--- src/rtl/ecc_loc_pkg.sv ---
package ecc_loc_pkg;

    localparam int LOC_DATA_W = 64;
    localparam int LOC_CHK_W  = 8;
    localparam int LOC_DIDX_W = $clog2(LOC_DATA_W);
    localparam int LOC_CIDX_W = $clog2(LOC_CHK_W);

    // Parity matrix rows; bit b of row i selects data bit b for check bit i.
    localparam logic [LOC_DATA_W-1:0] LOC_MASK [LOC_CHK_W] = '{
        64'hF00FE11E_C33C0FF7,
        64'h00FF00FF_00FFF0FF,
        64'h0F0F0F0F_0F0FFF00,
        64'h11113333_7777000F,
        64'h22224444_8888222F,
        64'h44448888_FFFF4441,
        64'h8888FFFF_11118882,
        64'hFFFF1111_22221114
    };

endpackage

--- src/rtl/ecc_chk_gen.sv ---
// Recomputes the check code of a data word from the parity matrix.
module ecc_chk_gen
    import ecc_loc_pkg::*;
#(
    parameter int DATA_W = LOC_DATA_W,
    parameter int CHK_W  = LOC_CHK_W
) (
    input  logic [DATA_W-1:0] data_i,
    output logic [CHK_W-1:0]  chk_o
);

    for (genvar i = 0; i < CHK_W; i++) begin : g_row
        assign chk_o[i] = ^(data_i & LOC_MASK[i]);
    end

endmodule

--- src/rtl/ecc_col_search.sv ---
// Finds the lowest data line whose column code equals the syndrome.
module ecc_col_search
    import ecc_loc_pkg::*;
#(
    parameter int DATA_W = LOC_DATA_W,
    parameter int CHK_W  = LOC_CHK_W,
    localparam int IW    = $clog2(DATA_W)
) (
    input  logic              en_i,
    input  logic [CHK_W-1:0]  syn_i,
    output logic              hit_o,
    output logic [IW-1:0]     idx_o
);

    logic [CHK_W-1:0] col [DATA_W];

    for (genvar b = 0; b < DATA_W; b++) begin : g_col
        for (genvar i = 0; i < CHK_W; i++) begin : g_bit
            assign col[b][i] = LOC_MASK[i][b];
        end
    end

    always_comb begin
        hit_o = 1'b0;
        idx_o = '0;
        for (int b = DATA_W - 1; b >= 0; b--) begin
            if (en_i && (col[b] == syn_i)) begin
                hit_o = 1'b1;
                idx_o = IW'(b);
            end
        end
    end

endmodule

--- src/rtl/ecc_low_bit.sv ---
// Lowest set bit of a vector plus a more-than-one-bit indication.
module ecc_low_bit #(
    parameter int W  = 8,
    localparam int IW = $clog2(W)
) (
    input  logic [W-1:0]  vec_i,
    output logic          any_o,
    output logic          multi_o,
    output logic [IW-1:0] idx_o
);

    always_comb begin
        idx_o = '0;
        for (int k = W - 1; k >= 0; k--) begin
            if (vec_i[k]) idx_o = IW'(k);
        end
        any_o   = |vec_i;
        multi_o = ($countones(vec_i) > 1);
    end

endmodule

--- src/rtl/ecc_sbe_locator.sv ---
module ecc_sbe_locator
    import ecc_loc_pkg::*;
#(
    parameter int CAP_W = 16
) (
    input  logic                  clk_i,
    input  logic                  rst_ni,
    input  logic                  start_i,
    input  logic [LOC_DATA_W-1:0] data_i,
    input  logic [CAP_W-1:0]      cap_code_i,
    input  logic                  sbe_i,
    input  logic                  bus64_i,
    output logic                  valid_o,
    output logic                  data_bad_vld_o,
    output logic [LOC_DIDX_W-1:0] data_bad_idx_o,
    output logic                  chk_bad_vld_o,
    output logic [LOC_CIDX_W-1:0] chk_bad_idx_o,
    output logic                  uncorr_o,
    output logic [LOC_DATA_W-1:0] exp_data_o,
    output logic [CAP_W-1:0]      exp_chk_o,
    output logic [CAP_W-1:0]      syndrome_o
);

    typedef struct packed {
        logic                  valid;
        logic                  dvld;
        logic [LOC_DIDX_W-1:0] didx;
        logic                  cvld;
        logic [LOC_CIDX_W-1:0] cidx;
        logic                  uncorr;
        logic [LOC_DATA_W-1:0] exp_data;
        logic [CAP_W-1:0]      exp_chk;
        logic [CAP_W-1:0]      masked;
    } res_t;

    res_t st_d, st_q;

    logic [CAP_W-1:0]      masked;
    logic [LOC_CHK_W-1:0]  calc;
    logic [LOC_CHK_W-1:0]  syn;
    logic                  run;
    logic                  d_hit;
    logic [LOC_DIDX_W-1:0] d_idx;
    logic                  c_any;
    logic                  c_multi;
    logic [LOC_CIDX_W-1:0] c_idx;

    // mask the captured code by bus width
    assign masked = bus64_i ? CAP_W'(cap_code_i[LOC_CHK_W-1:0]) : cap_code_i;
    // decode gate
    assign run    = sbe_i && bus64_i;

    ecc_chk_gen #(.DATA_W(LOC_DATA_W), .CHK_W(LOC_CHK_W)) u_gen (
        .data_i (data_i),
        .chk_o  (calc)
    );

    assign syn = calc ^ masked[LOC_CHK_W-1:0];

    ecc_col_search #(.DATA_W(LOC_DATA_W), .CHK_W(LOC_CHK_W)) u_search (
        .en_i  (run && (|syn)),
        .syn_i (syn),
        .hit_o (d_hit),
        .idx_o (d_idx)
    );

    ecc_low_bit #(.W(LOC_CHK_W)) u_low (
        .vec_i   ((run && !d_hit) ? syn : '0),
        .any_o   (c_any),
        .multi_o (c_multi),
        .idx_o   (c_idx)
    );

    always_comb begin
        st_d       = st_q;
        st_d.valid = start_i;
        if (start_i) begin
            st_d.dvld     = d_hit;
            st_d.didx     = d_hit ? d_idx : '0;
            st_d.cvld     = c_any;
            st_d.cidx     = c_any ? c_idx : '0;
            st_d.uncorr   = c_any && c_multi;
            st_d.masked   = masked;
            st_d.exp_data = data_i ^ (d_hit ? (LOC_DATA_W'(1) << d_idx) : '0);
            st_d.exp_chk  = masked ^ (c_any ? (CAP_W'(1) << c_idx) : '0);
        end
    end

    always_ff @(posedge clk_i or negedge rst_ni) begin
        if (!rst_ni) st_q <= '0;
        else         st_q <= st_d;
    end

    assign valid_o        = st_q.valid;
    assign data_bad_vld_o = st_q.dvld;
    assign data_bad_idx_o = st_q.didx;
    assign chk_bad_vld_o  = st_q.cvld;
    assign chk_bad_idx_o  = st_q.cidx;
    assign uncorr_o       = st_q.uncorr;
    assign exp_data_o     = st_q.exp_data;
    assign exp_chk_o      = st_q.exp_chk;
    assign syndrome_o     = st_q.masked;

    assert_valid_rise_R9: assert property (@(posedge clk_i) disable iff (!rst_ni)
        start_i |=> valid_o);
    assert_valid_pulse_R9: assert property (@(posedge clk_i) disable iff (!rst_ni)
        !start_i |=> !valid_o);
    assert_hold_R9: assert property (@(posedge clk_i) disable iff (!rst_ni)
        !start_i |=> $stable(exp_data_o) && $stable(syndrome_o));
    assert_one_location_R4: assert property (@(posedge clk_i) disable iff (!rst_ni)
        !(data_bad_vld_o && chk_bad_vld_o));
    assert_uncorr_on_chk_R5: assert property (@(posedge clk_i) disable iff (!rst_ni)
        uncorr_o |-> chk_bad_vld_o);
    assert_gate_R7: assert property (@(posedge clk_i) disable iff (!rst_ni)
        (start_i && !(sbe_i && bus64_i)) |=> !data_bad_vld_o && !chk_bad_vld_o && !uncorr_o);
    assert_single_flip_R8: assert property (@(posedge clk_i) disable iff (!rst_ni)
        start_i |=> ($countones(exp_data_o ^ $past(data_i)) <= 1));
    assert_mask64_R2: assert property (@(posedge clk_i) disable iff (!rst_ni)
        (start_i && bus64_i) |=> (syndrome_o[CAP_W-1:LOC_CHK_W] == '0));

endmodule

--- config.mk ---
export PLATFORM = sky130hd
export DESIGN_NAME = ecc_sbe_locator
export DESIGN_NICKNAME = d
export VERILOG_FILES = /design/src/rtl/ecc_loc_pkg.sv /design/src/rtl/ecc_chk_gen.sv /design/src/rtl/ecc_col_search.sv /design/src/rtl/ecc_low_bit.sv /design/src/rtl/ecc_sbe_locator.sv
export SDC_FILE = /design/constraint.sdc
export NUM_CORES = 1
export LEC_CHECK = 0
export CORE_MARGIN = 3
export CORE_UTILIZATION = 50
export DETAILED_ROUTE_END_ITERATION = 16
export DONT_BUFFER_PORTS = 1
export HOLD_SLACK_MARGIN = 0.12
export PLACE_DENSITY = 0.71
export SETUP_SLACK_MARGIN = 0.3
export SLEW_MARGIN = 0
export SYNTH_ARGS = -nofsm -noshare
export SYNTH_HDL_FRONTEND = slang
export SYNTH_SLANG_ARGS = --single-unit
--- constraint.sdc ---
create_clock -name clk_i -period 1.7 [get_ports clk_i]
set_clock_uncertainty 0.05 [all_clocks]
set_input_delay 0.255 -clock clk_i [delete_from_list [all_inputs] [get_ports clk_i]]
set_output_delay 0.255 -clock clk_i [all_outputs]
set_load 0.01 [all_outputs]
[Word-level counts from Yosys, hierarchy flattened]
Index checks and enable logic that the tools add are counted.
Cells by class
  add/sub/neg operators: 7
  magnitude comparators: 1
  equal/unequal tests: 64
  shifts and indexed selects: 2
  muxes and demuxes: 142
  bitwise logic cells: 3
  reduce and logical (&&, ||, !) cells: 79
Operators by type and width (number)
  $reduce_xor 64->1: 8
  $mux 6: 65
  $eq 8x8->1 const A: 28
  $eq 7x8->1 const A: 20
  $add 32x32->32: 3
  $eq 6x8->1 const A: 12
  $logic_and 1x1->1: 68
  $mux 1: 64
  $mux 64: 1
  $shl 1x6->64 const A: 1
  $xor 64x64->64: 1
  $eq 5x8->1 const A: 4
  $gt 32x2->1 const B: 1
  $mux 16: 2
  $mux 3: 9
  $reduce_or 8->1: 2
  $shl 1x3->16 const A: 1
  $xor 16x16->16: 1
  $add 1x1->2: 4
  $mux 8: 1
  $xor 8x8->8: 1
  $logic_not 1->1: 1
Storage, ports and cells
  bits in registers: 109
  input bits: 85
  output and inout bits: 109
  logic and storage cells: 307

[Longest topological paths before layout]
  word-level depth: 83
  mapped depth: 24
  depth with buffers taken out: 21

[Modules after synthesis]
From an unflattened synthesis, not the netlist that was laid out.
Second synthesis, totals
  cells, all modules: 897
  area total of the unflattened synthesis: 7781.2 um2
Modules (own cells, without submodules)
  ecc_sbe_locator: instances 1, cells an instance 551, area each 5084.9 um2, seq. area each 2527.4 um2
  ecc_chk_gen: instances 1, cells an instance 134, area each 1303.8 um2, seq. area each 0.0 um2
  ecc_col_search: instances 1, cells an instance 180, area each 1132.3 um2, seq. area each 0.0 um2
  ecc_low_bit: instances 1, cells an instance 32, area each 260.2 um2, seq. area each 0.0 um2

[Worst setup path after synthesis]
OpenSTA, ideal clock, no wires.
  path type: input to register
  from: input data_i[19]
  to: register st_q (netlist bit uncorr_o)
  setup time: 95 ps
  arrival: 5417 ps
  required time: 1555 ps
  path slack: -3862 ps
  cell stages on the path: 21
  buffers on the path: 2
  cell sequence: xnor3_1 -> xnor3_1 -> xor3_2 -> xnor2_2 -> buf_4 -> nor2_1 -> nand2_1 -> a22oi_1 -> nor3_4 -> and4_1 -> buf_6 -> nand2_1 -> inv_1 -> ha_1 -> fa_1 -> fa_1 -> ha_1 -> inv_1 -> fa_1 -> and3b_1 -> o31ai_1
On the way
  cells in the longest elaborated chain, start to end: 77
  elaborated cells on any way between the ends: 213
  those cells by class: add/sub: 7; order compare: 1; eq/ne: 64; mux: 65; bitwise: 1; reduce/logical: 75
Ends and longest elaborated chain
  start: declaration: RTL line ecc_sbe_locator.sv:9  | input logic [LOC_DATA_W-1:0] data_i,
  $reduce_xor 64->1: RTL line ecc_chk_gen.sv:13  | assign chk_o[i] = ^(data_i & LOC_MASK[i]);
  $xor 8x8->8 *: RTL line ecc_sbe_locator.sv:58  | assign syn = calc ^ masked[LOC_CHK_W-1:0];
  $reduce_or 8->1: RTL line ecc_sbe_locator.sv:61  | .en_i (run && (|syn)),
  $logic_and 1x1->1: RTL line ecc_sbe_locator.sv:61
  $logic_and 1x1->1: RTL line ecc_col_search.sv:27  | if (en_i && (col[b] == syn_i)) begin
  $mux 1 (64 in series): RTL line ecc_col_search.sv:27
  $logic_not 1->1: RTL line ecc_sbe_locator.sv:68  | .vec_i ((run && !d_hit) ? syn : '0),
  $logic_and 1x1->1: RTL line ecc_sbe_locator.sv:68
  $mux 8 *: RTL line ecc_sbe_locator.sv:68
  $add 1x1->2 (implied by the code): RTL line ecc_low_bit.sv:18  | multi_o = ($countones(vec_i) > 1);
  $add 32x32->32 (implied by the code) (2 in series): RTL line ecc_low_bit.sv:18
  $gt 32x2->1: RTL line ecc_low_bit.sv:18
  $logic_and 1x1->1 *: RTL line ecc_sbe_locator.sv:82  | st_d.uncorr = c_any && c_multi;
  end signal: assignment: RTL line ecc_sbe_locator.sv:91  | else st_q <= st_d;
  end: declaration: RTL line ecc_sbe_locator.sv:36  | res_t st_d, st_q;
Every way passes the cells marked *; elsewhere a longest branch is shown, timed or not.
A chain may end at the register's enable or synchronous reset.

[Worst setup path in the final report]
  from: input data_i[33]
  to: register st_q (netlist bit uncorr_o)
The elaborated chain is that of the path after synthesis.

==> out/metrics.cfg <==
[status]
status = complete, but fails checks
violations = negative hold slack, negative setup slack

[clocking]
cts_hold_buf = 17
htree_levels = 3
cts_max_path_buffers = 2
cts-root-buf = clkbuf_16
cts_buffers = 9
clock_latency_ns = 0.36
cts_tree = yes
numClockSinks = 101
clkSlewWorstSetupHoldPaths_ns = 0.08

[power]
p_leak_nw = 4.91
finalPower_w = 0.0319
cellPowerDensity_nw_per_um2 = 2700
ir_drop_mv = 2.67

[synth]
syn_area_per_cell_um2 = 9.03
synth_seq_cells = 101
ys_async_sr_fraction_pct = 100
synth_top_cells_by_area = dfrtp_1, xnor2_1, nor2_1
synthTopCellsByCount = nor2_1, xnor2_1, dfrtp_1, a21oi_1, nand2_1
synthCells = 891
ys.warnings.count = 0
syn-cell-area_um2 = 8050
synth_nets = 990
synth.most_common_cell = nor2_1
synth.distinct_cells = 75
synth_area_leader_cell = dfrtp_1
synth_flop_cell = dfrtp_1
synth-edff-count = 0
synth_top_area_share_pct = 31.4
yosysSeqAreaShare_pct = 31.4

[timing]
finalSetupViolCount = 84
rsz0062_at_grt = true
slew_headroom_pct = 62.7
fin_hold_ws_ns = -0.467
fin_ws_ns = -3.45
hold_viol_final = 136
fmax_mhz = 194
tightest_slew_ns = 0.555
final-max-slew-violation-count = 0
min_period_over_period_pct = 303
finalCriticalPeriod_ns = 5.15

[placement]
dpl_worst_slack_ns = -4.01
place_area_um2 = 9820
io_buffers = 0
dp_hpwl_um = 23100
place.gp.congestion = 1.07

[worst_setup_path]
critPathMaxFanout = 7
max_stage_delay_ns = 0.51
critical_path.most_common_cell = fa_1
arrival_ns = 5.37
crit_path_start_kind = input port
critPathCaptureType = flop
critPathSlowestCell = xnor3_2
path_cells = xnor3_1 > xnor3_2 > xnor3_1 > xor3_2 > buf_4 > nor3_4 > buf_4 > nand2_1 > a22oi_2 > nor3_4 > and4_4 > nand2_2 > inv_2 > ha_2 > fa_1 > fa_1 > ha_2 > inv_2 > fa_1 > and3b_1 > o31ai_1
cp.required_ns = 1.92
critPathBufInv = 4
critical_path.top_delay_family = adder cells
crit_type = input port to flop

[drt]
first_iter_violations = 792
antenna_left = 0
drc = 0
vias = 7809
wl_per_cell_um = 23.6
wl_um = 31100
via_per_inst = 5.92
firstDrtPassIters = 7

[global_route]
grt_util_met1_pct = 44.0
busiest_layer = met2
antenna_found_initial = 0
grt_pass1_vias = 7599
grtUsageMet2_pct = 52.3
grt_max_degree = 188
use_met3_pct = 9.54
track_usage_pct = 33.7
grt_pass1_wl_um = 45700
grt.overflow.total = 0

[floorplanning]
chipWidth_um = 133
die_area_um2 = 17700
io_pins = 194
start_util_pct = 52.0
die_h_um = 133
rows = 45
core-area_um2 = 15500

[finish]
regArea_um2 = 2530
multi_input_area_um2 = 6450
stdcell_area_um2 = 11800
post-route-util_pct = 76.3
layout-drive-gt1-share_pct = 44.5
final.fill_count = 1015
area_delta_synth_final_pct = 46.9
final_nets = 1201

[worst_hold_path]
min_path_type = input port to async pin

[run]
maxCapViolations = 0

## registers in the layout, summed over array words and instances (netlist names)
register and cells:
uncorr_o 1, valid_o 1, data_bad_vld_o 1, syndrome_o 16
data_bad_idx_o 6, exp_data_o 64, exp_chk_o 8, chk_bad_vld_o 1
chk_bad_idx_o 3
## kinds of logic (layout without fill, tap and decap cells)
family                   count (synthesis)  count (layout)  synth area share (%)
buffers and inverters                   73             289                  4.14
adder cells (fa/ha/maj)                 14              14                  2.55
AND/OR/NAND/NOR                        323             323                  19.3
other                                    0               1                     0
multiplexers                            13              13                  1.79
flip-flops                             101             101                  31.4
XOR/XNOR                               211             211                  29.0
AO/OA/AOI/OAI                          156             156                  11.8
## stage by stage
step	TNS, ns	instances
after CTS	-105.07	1298
final	-115.28	1319
after detailed placement	-148.72	1238
after global placement	-147.17	1238
after floorplan	-103.33	891
after global routing	-120.32	1318
## area by class of cell
| cell class | count | share of cell area, % |
|---|---|---|
| tap | 211 | 2.23 |
| sequential | 101 | 21.4 |
| multi-input combinational | 717 | 54.6 |
| inverter | 27 | 0.858 |
| antenna | 1 | 0.0212 |
| timing repair buffer | 246 | 18.3 |
| clock inverter | 7 | 0.688 |
| clock buffer | 9 | 1.91 |
## worst register-to-register path, cell delays in order, from the launching register on
cell           delay [ns]
dfrtp_1              0.47
inv_1                0.06
o21ai_0              0.13
dlygate4sd3_1        0.57
## placed cells by master, fill, tap and decap left out, drive strengths merged, types with 4 or more instances in the layout
cell type	netlist	routed
clkbuf	26	9
buf	20	229
nand4	6	6
nor2	168	168
xnor2	160	160
nor3	21	21
o22ai	4	4
xor2	22	22
a21oi	89	89
o2111ai	4	4
dlygate4sd3	0	17
nand2b	4	4
o32ai	4	4
and3	6	6
o21ai	24	24
nand2	52	52
a31oi	6	6
nand3b	10	10
dfrtp	101	101
ha	10	10
and2	4	4
inv	27	32
mux2	11	11
fa	4	4
nand3	17	17
nor4	7	7
xnor3	26	26
or2	9	9
## worst paths after layout
kind | startpoint | slack, ns | end | depth (start not counted)
worst max-delay path | data_i[33] | -3.45 | uncorr_o | 21
worst min-delay path | rst_ni | -0.47 | exp_data_o[56] | 0
worst max register to register | syndrome_o[8] | 0.37 | syndrome_o[8] | 3
worst min register to register | data_bad_idx_o[0] | 0.51 | data_bad_idx_o[0] | 1
max in group asynchronous | rst_ni | 1.82 | chk_bad_vld_o | 0
min in group clk_i | start_i | -0.08 | valid_o | 0
## metal layers
layer / part of all wire, % / vias up
met2: 47 / 448
met1: 39 / 3824
met4: 5.0 / 0
met3: 9.7 / 97
li1: - / 3440
met5: 0 / -
## power by group
group          switching, W  total (W)  internal, W
registers          0.000480    0.00325      0.00277
clock network       0.00109    0.00215      0.00106
logic                0.0139     0.0265       0.0126
total                0.0155     0.0319       0.0165
## what timing repair did
item,CTS,global route
hold endpoints to repair,202,193
endpoints found under the setup margin,84,88
resized for setup,129,132
pin swaps,30,62
cloned,0,0
buffers inserted,27,20
No activity file was read; power rests on OpenSTA's default activity.
